<file path="src/rtl/idseq_pkg.sv">
package idseq_pkg;

  typedef enum logic [1:0] {
    STD_PAL   = 2'b00,
    STD_NTSC  = 2'b01,
    STD_SECAM = 2'b10
  } std_e;

  typedef enum logic {
    ST_SEARCH = 1'b0,
    ST_LOCKED = 1'b1
  } seqState_e;

  // control -> datapath strobes
  typedef struct packed {
    logic clrCnt;
    logic countLine;
    logic stepNext;
    logic restart;
    logic trackMiss;
  } seqCmd_t;

  // datapath -> control conditions
  typedef struct packed {
    logic dwellEnd;
    logic enoughHits;
    logic lossEnd;
    logic curOk;
    logic anyOk;
  } seqStat_t;

  localparam int NCAND = 5;
  localparam int IDX_W = 3;

  localparam logic [1:0] GRP_SECAM   = 2'b01;
  localparam logic [1:0] GRP_PALNTSC = 2'b10;
  localparam logic [1:0] XF_REF      = 2'b01;
  localparam logic [1:0] XF_SECOND   = 2'b10;

  localparam logic [1:0] BAND_358 = 2'b00;
  localparam logic [1:0] BAND_428 = 2'b01;
  localparam logic [1:0] BAND_443 = 2'b10;

  function automatic std_e candStd(input logic [IDX_W-1:0] idx);
    case (idx)
      3'd0:    return STD_PAL;
      3'd1:    return STD_SECAM;
      3'd2:    return STD_NTSC;
      3'd3:    return STD_PAL;
      default: return STD_NTSC;
    endcase
  endfunction

  function automatic logic candSecond(input logic [IDX_W-1:0] idx);
    return idx >= 3'd3;
  endfunction

endpackage

</file>
<file path="src/rtl/idseq_datapath.sv">
module idseq_datapath
  import idseq_pkg::*;
#(
  parameter int DWELL  = 16,
  parameter int ACCEPT = 12,
  parameter int LOSS   = 8
) (
  input  logic       clk,
  input  logic       rstN,
  input  logic       lineStb,
  input  logic       palIdFlag,
  input  logic       ntscBurstFlag,
  input  logic       secamLineFlag,
  input  logic [1:0] xtalCfg,
  input  logic [1:0] forceGrp,
  input  logic [1:0] forceXtal,
  input  seqCmd_t    cmd,
  output seqStat_t   stat,
  output logic [1:0] stdSel,
  output logic       xtalSel,
  output logic [1:0] bandSel
);

  localparam int LINE_W = $clog2(DWELL);
  localparam int HIT_W  = $clog2(DWELL + 1);
  localparam int MISS_W = $clog2(LOSS + 1);
  localparam int MASK_W = 1 << IDX_W;

  logic [IDX_W-1:0]  candIdx, nextIdx, firstIdx;
  logic [NCAND-1:0]  okMask;
  logic [MASK_W-1:0] okWide;
  logic [LINE_W-1:0] lineCnt;
  logic [HIT_W-1:0]  hitCnt;
  logic [MISS_W-1:0] missCnt;
  logic              ref44, twoXtal, curFlag, curSecond;
  std_e              curStd;

  assign ref44   = ~xtalCfg[0];
  assign twoXtal = ~xtalCfg[1];

  // permission mask, one entry per candidate
  generate
    for (genvar g = 0; g < NCAND; g++) begin : g_ok
      localparam logic [IDX_W-1:0] GI = IDX_W'(g);
      localparam logic IS_SECAM  = (candStd(GI) == STD_SECAM);
      localparam logic IS_SECOND = candSecond(GI);
      logic stdOk, xtOk;
      if (IS_SECAM) begin : g_sec
        assign stdOk = ref44 && (forceGrp != GRP_PALNTSC);
      end else begin : g_pn
        assign stdOk = (forceGrp != GRP_SECAM);
      end
      if (IS_SECOND) begin : g_x2
        assign xtOk = twoXtal && (forceXtal != XF_REF);
      end else begin : g_x1
        assign xtOk = (forceXtal != XF_SECOND);
      end
      assign okMask[g] = stdOk && xtOk;
    end
  endgenerate

  assign okWide = MASK_W'(okMask);

  // next allowed candidate after the current one, cyclic
  always_comb begin
    logic found;
    found   = 1'b0;
    nextIdx = candIdx;
    for (int k = 1; k <= NCAND; k++) begin
      if (!found && okMask[(int'(candIdx) + k) % NCAND]) begin
        nextIdx = IDX_W'((int'(candIdx) + k) % NCAND);
        found   = 1'b1;
      end
    end
  end

  // lowest allowed candidate, or 0 when none
  always_comb begin
    firstIdx = '0;
    for (int k = NCAND - 1; k >= 0; k--) begin
      if (okMask[k]) firstIdx = IDX_W'(k);
    end
  end

  assign curStd    = candStd(candIdx);
  assign curSecond = candSecond(candIdx);

  always_comb begin
    case (curStd)
      STD_PAL:   curFlag = palIdFlag;
      STD_SECAM: curFlag = secamLineFlag;
      default:   curFlag = ntscBurstFlag;
    endcase
  end

  assign stat.dwellEnd   = (lineCnt == LINE_W'(DWELL - 1));
  assign stat.enoughHits = (int'(hitCnt) + int'(curFlag)) >= ACCEPT;
  assign stat.lossEnd    = !curFlag && (missCnt == MISS_W'(LOSS - 1));
  assign stat.curOk      = okWide[candIdx];
  assign stat.anyOk      = |okMask;

  always_ff @(posedge clk) begin
    if (!rstN) begin
      candIdx <= '0;
      lineCnt <= '0;
      hitCnt  <= '0;
      missCnt <= '0;
    end else begin
      if (cmd.restart)       candIdx <= firstIdx;
      else if (cmd.stepNext) candIdx <= nextIdx;

      if (cmd.clrCnt) begin
        lineCnt <= '0;
        hitCnt  <= '0;
        missCnt <= '0;
      end else begin
        if (cmd.countLine) begin
          lineCnt <= lineCnt + 1'b1;
          hitCnt  <= hitCnt + HIT_W'(curFlag);
        end
        if (cmd.trackMiss) missCnt <= curFlag ? '0 : missCnt + 1'b1;
      end
    end
  end

  assign stdSel  = curStd;
  assign xtalSel = curSecond;

  always_comb begin
    if (curStd == STD_SECAM)       bandSel = BAND_428;
    else if (!curSecond && ref44)  bandSel = BAND_443;
    else                           bandSel = BAND_358;
  end

  // hits never exceed lines counted in the dwell
  p_hits_bound_r3: assert property (@(posedge clk) disable iff (!rstN)
    int'(hitCnt) <= int'(lineCnt) + 1);

  // no SECAM after a strobe without a 4.4 MHz reference
  p_no_secam_r5: assert property (@(posedge clk) disable iff (!rstN)
    (lineStb && xtalCfg[0]) |=> (stdSel != STD_SECAM));

  // single crystal keeps the reference selected
  p_single_ref_r6: assert property (@(posedge clk) disable iff (!rstN)
    (lineStb && xtalCfg[1]) |=> !xtalSel);

  // PAL/NTSC force excludes SECAM
  p_force_pn_r7: assert property (@(posedge clk) disable iff (!rstN)
    (lineStb && forceGrp == GRP_PALNTSC) |=> (stdSel != STD_SECAM));

  // candidate frozen between strobes
  p_hold_idx_r14: assert property (@(posedge clk) disable iff (!rstN)
    !lineStb |=> $stable(candIdx));

endmodule

</file>
<file path="src/rtl/idseq_control.sv">
module idseq_control
  import idseq_pkg::*;
(
  input  logic     clk,
  input  logic     rstN,
  input  logic     lineStb,
  input  seqStat_t stat,
  output seqCmd_t  cmd,
  output logic     locked
);

  seqState_e state, stateNext;

  always_comb begin
    cmd       = '0;
    stateNext = state;
    if (lineStb) begin
      case (state)
        ST_SEARCH: begin
          if (!stat.anyOk) begin
            cmd.restart = 1'b1;
            cmd.clrCnt  = 1'b1;
          end else if (!stat.curOk) begin
            cmd.stepNext = 1'b1;
            cmd.clrCnt   = 1'b1;
          end else if (stat.dwellEnd) begin
            cmd.clrCnt = 1'b1;
            if (stat.enoughHits) stateNext = ST_LOCKED;
            else                 cmd.stepNext = 1'b1;
          end else begin
            cmd.countLine = 1'b1;
          end
        end
        default: begin
          if (!stat.curOk || stat.lossEnd) begin
            cmd.restart = 1'b1;
            cmd.clrCnt  = 1'b1;
            stateNext   = ST_SEARCH;
          end else begin
            cmd.trackMiss = 1'b1;
          end
        end
      endcase
    end
  end

  always_ff @(posedge clk) begin
    if (!rstN) state <= ST_SEARCH;
    else       state <= stateNext;
  end

  assign locked = (state == ST_LOCKED);

  // lock only at the end of a successful dwell
  p_lock_dwell_r3: assert property (@(posedge clk) disable iff (!rstN)
    $rose(locked) |-> $past(lineStb && stat.dwellEnd && stat.enoughHits));

  // release only on a miss run or a disallowed lock
  p_release_r10: assert property (@(posedge clk) disable iff (!rstN)
    $fell(locked) |-> $past(lineStb && (stat.lossEnd || !stat.curOk)));

  // lock state frozen between strobes
  p_hold_lock_r14: assert property (@(posedge clk) disable iff (!rstN)
    !lineStb |=> $stable(locked));

endmodule

</file>
<file path="src/rtl/colour_id_seq.sv">
module colour_id_seq
  import idseq_pkg::*;
#(
  parameter int DWELL  = 16,
  parameter int ACCEPT = 12,
  parameter int LOSS   = 8
) (
  input  logic       clk,
  input  logic       rstN,
  input  logic       lineStb,
  input  logic       palIdFlag,
  input  logic       ntscBurstFlag,
  input  logic       secamLineFlag,
  input  logic [1:0] xtalCfg,
  input  logic [1:0] forceGrp,
  input  logic [1:0] forceXtal,
  output logic [1:0] stdSel,
  output logic       xtalSel,
  output logic [1:0] bandSel,
  output logic       colourKill,
  output logic       locked,
  output logic [3:0] statusWord
);

  seqCmd_t  cmd;
  seqStat_t stat;

  idseq_datapath #(.DWELL(DWELL), .ACCEPT(ACCEPT), .LOSS(LOSS)) u_dp (
    .clk(clk), .rstN(rstN), .lineStb(lineStb),
    .palIdFlag(palIdFlag), .ntscBurstFlag(ntscBurstFlag), .secamLineFlag(secamLineFlag),
    .xtalCfg(xtalCfg), .forceGrp(forceGrp), .forceXtal(forceXtal),
    .cmd(cmd), .stat(stat),
    .stdSel(stdSel), .xtalSel(xtalSel), .bandSel(bandSel)
  );

  idseq_control u_ctl (
    .clk(clk), .rstN(rstN), .lineStb(lineStb),
    .stat(stat), .cmd(cmd), .locked(locked)
  );

  assign colourKill = ~locked;
  assign statusWord = {colourKill, xtalSel, stdSel};

  // killer and lock never agree
  p_kill_r11: assert property (@(posedge clk) disable iff (!rstN)
    colourKill != locked);

endmodule

</file>
<file path="config.mk">
export PLATFORM = sky130hd
export DESIGN_NAME = colour_id_seq
export DESIGN_NICKNAME = d
export VERILOG_FILES = /design/src/rtl/idseq_pkg.sv /design/src/rtl/idseq_datapath.sv /design/src/rtl/idseq_control.sv /design/src/rtl/colour_id_seq.sv
export SDC_FILE = /design/constraint.sdc
export NUM_CORES = 1
export LEC_CHECK = 0
export ABC_AREA = 0
export BUFFER_PORTS_ARGS = -buffer_cell sky130_fd_sc_hd__buf_2
export CAP_MARGIN = 15
export CORE_MARGIN = 2
export CORE_UTILIZATION = 56
export CTS_BUF_LIST = sky130_fd_sc_hd__clkbuf_16
export CTS_CLUSTER_SIZE = 40
export DETAILED_ROUTE_END_ITERATION = 6
export PLACE_DENSITY_LB_ADDON = 0.3
export SYNTH_ARGS = -nofsm -noshare
export SYNTH_HDL_FRONTEND = slang
export SYNTH_SLANG_ARGS = --single-unit
</file>
<file path="constraint.sdc">
create_clock -name clk -period 4.5 [get_ports clk]
set_clock_uncertainty 0.05 [all_clocks]
set_input_delay 0.45 -clock clk [delete_from_list [all_inputs] [get_ports clk]]
set_output_delay 0.45 -clock clk [all_outputs]
set_load 0.01 [all_outputs]
</file>
# After elaboration in Yosys (flattened, before gate mapping)
# Index checks and enable logic that the tools add are counted.
# W data, S select, Z words.
dict set report totals {
  word_cells 125
  output_inout_bits 11
  register_bits 17
  inputBits 12
}
dict set report classes {
  addsub 9
  div 5
  n_lt_le_gt_ge 8
  bitwise_logic 4
  n_reduce_logical 27
  n_mux 58
  eq_ne 9
}
# operator count
set ops {}
lappend ops {{$lt A32 B5 Y1 const B} 5}
lappend ops {{$mod A32 B4 Y32 const B} 5}
lappend ops {{$mux W1} 34}
lappend ops {{$ge A32 B5 Y1 const B} 1}
lappend ops {{$mux W3} 7}
lappend ops {{$bmux W1 S3} 6}
lappend ops {{$mux W2} 7}
lappend ops {{$logic_and A1 B1 Y1} 11}
lappend ops {{$add A3 B2 Y4 const B} 2}
lappend ops {{$add A3 B3 Y4 const B} 2}
lappend ops {{$add A4 B1 Y4 const B} 2}
lappend ops {{$logic_not A1 Y1} 7}
lappend ops {{$add A5 B1 Y6} 1}
lappend ops {{$reduce_bool A6 Y1} 1}
lappend ops {{$add A5 B1 Y5} 1}
lappend ops {{$mux W5} 1}
lappend ops {{$add A3 B1 Y4 const B} 1}
lappend ops {{$eq A4 B3 Y1 const B} 1}
lappend ops {{$eq A4 B4 Y1 const B} 1}
lappend ops {{$lt A3 B4 Y1 const B} 1}
lappend ops {{$mux W4} 1}
lappend ops {{$ne A2 B1 Y1 const B} 2}
lappend ops {{$ne A2 B2 Y1 const B} 2}
lappend ops {{$not A1 Y1} 4}
lappend ops {{13 further kinds} 14}

# Depth between registers and ports, before layout
dict set report depth {
  word_depth 21
  mapped_depth 20
  depth_no_buf 18
}

# Cells and area by module
# A second synthesis with hierarchy kept.
dict set report hier_totals {
  cells_unflattened 361
  hier_area_um2 2753.9
}
# mod seq_area_each_um2 area_each_um2 instances cells_each
set modules_own_cells {}
lappend modules_own_cells {idseq_datapath 320.3 2590.0 1 340}
lappend modules_own_cells {idseq_control 20.0 130.1 1 16}
lappend modules_own_cells {colour_id_seq 0.0 33.8 1 5}

# Least setup slack after synthesis
# OpenSTA, ideal clock, no wires.
dict set report synth_path {
  path_type {register -> register}
  start {reg u_dp.candIdx[0]}
  end {reg u_dp.candIdx[0]}
  stages_incl_launch_ff 18
  path_buffers 4
  t_required_ns 4.329
  period_less_slack_ns 4.408
  path_slack_ns 0.092
  arrival_time_ns 4.237
  setup_ns 0.121
  cell_sequence {dfxtp_1 -> inv_1 -> buf_1 -> ha_1 -> clkbuf_1 -> buf_2 -> buf_2 -> nand2_1 -> ha_1 -> or2_2 -> a21oi_1 -> o21ai_1 -> and4_1 -> o211a_1 -> or4_4 -> a21o_1 -> nor3_1 -> o21ai_1}
}
dict set report synth_between {
  elab_chain_len 20
  word_cells_on_any_way 71
  cone_classes {add/sub: 6; div: 5; order compare: 1; eq/ne: 3; mux: 38; reduce/logical: 18}
}
# element line
set synth_rtl {}
lappend synth_rtl {{start: declaration} idseq_datapath.sv:29} ;# logic [IDX_W-1:0] candIdx, nextIdx, firstIdx;
lappend synth_rtl {{start signal: assignment} idseq_datapath.sv:109} ;# if (cmd.restart) candIdx <= firstIdx;
lappend synth_rtl {{start signal: assignment} idseq_datapath.sv:110} ;# else if (cmd.stepNext) candIdx <= nextIdx;
lappend synth_rtl {{$add A3 B1 Y4} {idseq_datapath.sv:70, idseq_datapath.sv:71}}
lappend synth_rtl {{$mod A32 B4 Y32} {idseq_datapath.sv:70, idseq_datapath.sv:71}}
lappend synth_rtl {{$bmux W1 S3} idseq_datapath.sv:70} ;# if (!found && okMask[(int'(candIdx) + k) % NCAND]) begin
lappend synth_rtl {{$mux W1 (implied by the code) (2 in series)} idseq_datapath.sv:70}
lappend synth_rtl {{$mux W1} idseq_datapath.sv:70}
lappend synth_rtl {{$logic_not A1 Y1} idseq_datapath.sv:70}
lappend synth_rtl {{$logic_and A1 B1 Y1} idseq_datapath.sv:70}
lappend synth_rtl {{$mux W1} idseq_datapath.sv:70}
lappend synth_rtl {{[... 3 more ...]} n/a}
lappend synth_rtl {{$logic_not A1 Y1} idseq_datapath.sv:70}
lappend synth_rtl {{$logic_and A1 B1 Y1} idseq_datapath.sv:70}
lappend synth_rtl {{$mux W1} idseq_datapath.sv:70}
lappend synth_rtl {{$logic_not A1 Y1} idseq_datapath.sv:70}
lappend synth_rtl {{$logic_and A1 B1 Y1} idseq_datapath.sv:70}
lappend synth_rtl {{$mux W3} idseq_datapath.sv:70}
lappend synth_rtl {{$mux W3} idseq_datapath.sv:110}
lappend synth_rtl {{$mux W3} idseq_datapath.sv:109}
# Several ways; a longest one is shown, not always the timed one. The select of a mux whose other input is x is not followed.
# A chain may end at the register's enable or synchronous reset.

# Worst setup path in the final report
dict set report layout_path {
  start {reg u_dp.candIdx[1]}
  end {reg u_dp.candIdx[1]}
}
# The elaborated chain is that of the path after synthesis.

==> results by stage <==
Layout:
- Relative to the synthesized area, the layout overhead comes to 12.7%.
- The number of filler cells placed in the layout is 423.
- The number of antenna diodes in the final layout is 0.
- For this run, the share of the core covered by cells in the final layout is 65.7%.
- The area of all sequential standard cells is 340 um^2.
- The share of post-route cells with drive strength above 1 is 17.7%.
- The net count of the finished layout is 447.
- The multi-input combinational cells in the finished layout cover a total of 2280 um^2.

Setup path:
- At the worst endpoint, the required time is 4.57 ns.
- Traced cell by cell, the critical path runs through inv_2, ha_1, o21ai_2, nand2_1, xnor2_1, ha_1, fa_1, a21boi_2, nand3_2, buf_4, mux2i_1, nor3_1, or4_1, nor2_1, nand4_1, a21oi_2, a221o_1, a21oi_1.
- The startpoint type of the worst setup path is a flop.
- In this design, the largest share of critical-path delay is due to simple AND/OR/NAND/NOR gates.
- The length in cells of the worst reg-to-reg path is 18.
- The worst register-to-register path begins at u_dp.candIdx[1].
- The reg2reg setup slack is 0.23 ns.
- STA classifies the critical path endpoint as a flop.
- In this run the critical register-to-register path is captured at u_dp.candIdx[1].
- By startpoint and endpoint, the worst setup path is classified as reg2reg.
- Counting both buffers and inverters, the worst setup path holds a total of 2.
- Along the worst path, the maximum fanout reaches 6.
- The cell with the biggest individual delay on the critical path is sky130_fd_sc_hd__or4_1.
- The delay of the slowest cell on the worst path is 0.61 ns.
- By instance count, the cell type seen most on the critical path is sky130_fd_sc_hd__ha_1.
- At the worst endpoint, the arrival time is 4.34 ns.

STA:
- Setup violations remaining at the end of the flow were counted as 0.
- Adding up every negative setup slack in the final design gives 0 ns.
- Derived from the worst setup path, the maximum achievable clock frequency is 0.234 GHz.
- In the post-route analysis, the smallest setup slack over all paths is 0.228 ns.
- The final hold violation count is 0.
- The transition at the pin with the smallest max-transition slack is 0.669 ns.
- The routed design could run at a clock period as short as 4.27 ns.
- The post-route fraction of the period consumed by the critical path is 94.9%.
- The max-slew violation total from the final report came to 0.
- In this run the tightest slew margin relative to its limit is 55.3%.

Global route:
- Entering global routing, the biggest net connects 27 pins.
- The via count of the first global-routing pass is 2,547.
- For this run the aggregate overflow at the end of global routing stands at 0.
- The overall fraction of global-route tracks in use is 25.1%.
- The initial antenna violation count is 0.
- The first global-routing pass estimated 11.1 mm of wire.

Place:
- The number of port buffers is 22.
- Detailed placement ended at an HPWL of 5.12 mm.
- The setup slack at placement is 0.135 ns.
- The global placer's final weighted congestion is 0.997.

Drt:
- The number of vias after detailed routing is 2,898.
- In the routed design, unresolved DRC markers number 0.
- The routed length per instance is 14.8 um.
- The vias per cell is 6.18.
- For this run, the detailed router's first-pass iteration total came to 4.
- Once detail routing completed, the nets flagged for antenna violations numbered 0.
- The starting DRC count in detailed routing is 250.
- The total wirelength of the detailed-routed design is 6.92 mm.

Worst hold path:
- The kind of path behind the tightest hold check is in2reg.
- The number of cells on the worst hold path is 3.
- The startpoint identified for the worst hold timing path is rstN.
- The endpoint of the worst hold-timing path is u_dp.candIdx[2].

Yosys:
- Yosys instantiated no cell more often than sky130_fd_sc_hd__nor2_1.
- The post-synthesis instance total is 375.
- The top-area cell type share of the netlist area is 14.0%.
- Sequential elements use 12.3% of the synthesized area.
- The largest area contributor in the synthesized netlist is sky130_fd_sc_hd__ha_1.
- Among all flip-flop cells after synthesis, the most frequent one is sky130_fd_sc_hd__dfxtp_1.
- The fraction of registers with async set or reset after synthesis is 0%.
- The average footprint of a synthesized cell is 7.39 um^2.
- In this run the cell area of the synthesized design comes to 2770 um^2.
- Counting distinct cell types in the post-synthesis netlist gives 73.
- The net count of the mapped netlist is 419.
- The number of enable-type register cells in the synthesized netlist is 0.
- The total of flip-flops plus latches after synthesis is 17.
- The number of warnings printed during yosys synthesis is 0.
- The commonest cells after synthesis are sky130_fd_sc_hd__nor2_1, sky130_fd_sc_hd__ha_1, sky130_fd_sc_hd__nand2_1.
- In the post-synthesis netlist, the biggest area contributors are sky130_fd_sc_hd__ha_1, sky130_fd_sc_hd__dfxtp_1, sky130_fd_sc_hd__nor2_1.

Die:
- The placement row count is 25.
- The floorplan die height is 74.3 um.
- The area of the die is 5520 um^2.
- The floorplan die width is 74.3 um.
- The count of boundary I/O pins is 23.
- The initial utilization of the core area, before any placement, comes to 58.3%.
- The total core area is 4750 um^2.

CTS:
- The maximum root-to-sink buffer count is 2.
- TritonCTS built the clock tree.
- The clock latency on the worst-skew pair is 0.25 ns.
- The root buffer cell chosen for the clock tree is sky130_fd_sc_hd__clkbuf_16.
- The count of clock tree sinks is 17.
- CTS built an H-tree with a depth of 1.
- The clock transition at the register clock pins on the worst setup and hold paths after CTS is 0.05 ns.
- The cts-stage hold buffer count is 0.
- The number of buffers created by CTS is 3.

Power:
- Summed over all cells, the static leakage comes to 0.00134 uW.
- Power comes to 2000 uW.
- The worst voltage drop across the vdd grid is 0.462 mV.
- The power per unit of standard cell area is 640 nW/um^2.

Job:
- Across the run, the number of max-cap violations was 0.

Status:
- The run finished with clean final reports.
layout make-up:
cell class	instances	share of cell area, %
Clock buffer	3	2.40
Clock inverter	1	0.120
Inverter	20	2.40
Multi-Input combinational cell	319	73.2
Sequential cell	17	10.9
Tap cell	67	2.68
Timing Repair Buffer	42	8.33
cells in the final DEF (no fill, tap or decap), types with 6 or more instances in the layout:
cell	n
sky130_fd_sc_hd__o21ai_0	16
sky130_fd_sc_hd__nor2_1	47
sky130_fd_sc_hd__buf_2	22
sky130_fd_sc_hd__nor2b_1	10
sky130_fd_sc_hd__a21oi_1	19
sky130_fd_sc_hd__nor3_1	11
sky130_fd_sc_hd__nor4_1	6
sky130_fd_sc_hd__dfxtp_1	17
sky130_fd_sc_hd__inv_1	20
sky130_fd_sc_hd__nand2_1	26
sky130_fd_sc_hd__nand2b_1	6
sky130_fd_sc_hd__xnor2_1	7
sky130_fd_sc_hd__a211oi_1	7
sky130_fd_sc_hd__ha_1	31
sky130_fd_sc_hd__nand3_1	9
sky130_fd_sc_hd__nand4_1	8
sky130_fd_sc_hd__buf_4	20
state kept, by name, indices dropped and copies added (netlist names):
signal,flops
u_dp.missCnt,4
u_dp.candIdx,3
u_ctl.locked,1
u_dp.lineCnt,4
u_dp.hitCnt,5
cell families after synthesis:
family	after synthesis	synth area share [%]
XOR/XNOR	14	4.70
buffers and inverters	39	6.37
flip-flops	17	12.3
AO/OA/AOI/OAI	111	29.0
multiplexers	7	3.03
adder cells (fa/ha/maj)	33	15.1
AND/OR/NAND/NOR	154	29.5
stage by stage:
stage | instances | hold WS, ns | cell area (um^2)
global placement | 461 | 0.430 | 2980
global route | 469 | 0.444 | 3120
floorplan | 375 | 0.413 | 2770
detailed placement | 461 | 0.439 | 2980
finish | 469 | 0.445 | 3120
CTS | 465 | 0.439 | 3060
what timing repair did:
item | 4_1_cts | 5_1_grt
buffers inserted | 0 | 4
endpoints found under the setup margin | 0 | 3
gates resized for setup | 0 | 6
tightest hold or removal path: stages:
cell                      delay, ns
sky130_fd_sc_hd__buf_2         0.14
sky130_fd_sc_hd__nand2_1       0.06
sky130_fd_sc_hd__o21ai_1       0.05
routing by layer:
metal  share of wire (%)  track usage [%]
met5                   0                0
met4                 1.0             5.16
met3                 5.7             3.66
met2                  48             42.3
met1                  45             34.4
power breakdown:
group	total [uW]	internal [uW]	switching [uW]
clock network	178	118	59.9
registers	178	163	14.6
logic	1640	693	951
how the worst max path moves through the flow:
stage	start	endpoint	slack [ns]	depth (start not counted)
5_1_grt	u_dp.candIdx[1]	u_dp.candIdx[1]	-0.02	18
4_1_cts	u_dp.candIdx[1]	u_dp.candIdx[1]	0.1	17
3_5_place_dp	u_dp.candIdx[1]	u_dp.candIdx[1]	0.13	17
3_3_place_gp	u_dp.candIdx[1]	u_dp.candIdx[1]	0.28	17
6_report	u_dp.candIdx[1]	u_dp.candIdx[1]	0.23	18
2_1_floorplan	u_dp.candIdx[0]	u_dp.candIdx[0]	0.09	17
No activity file was read; power rests on OpenSTA's default activity.
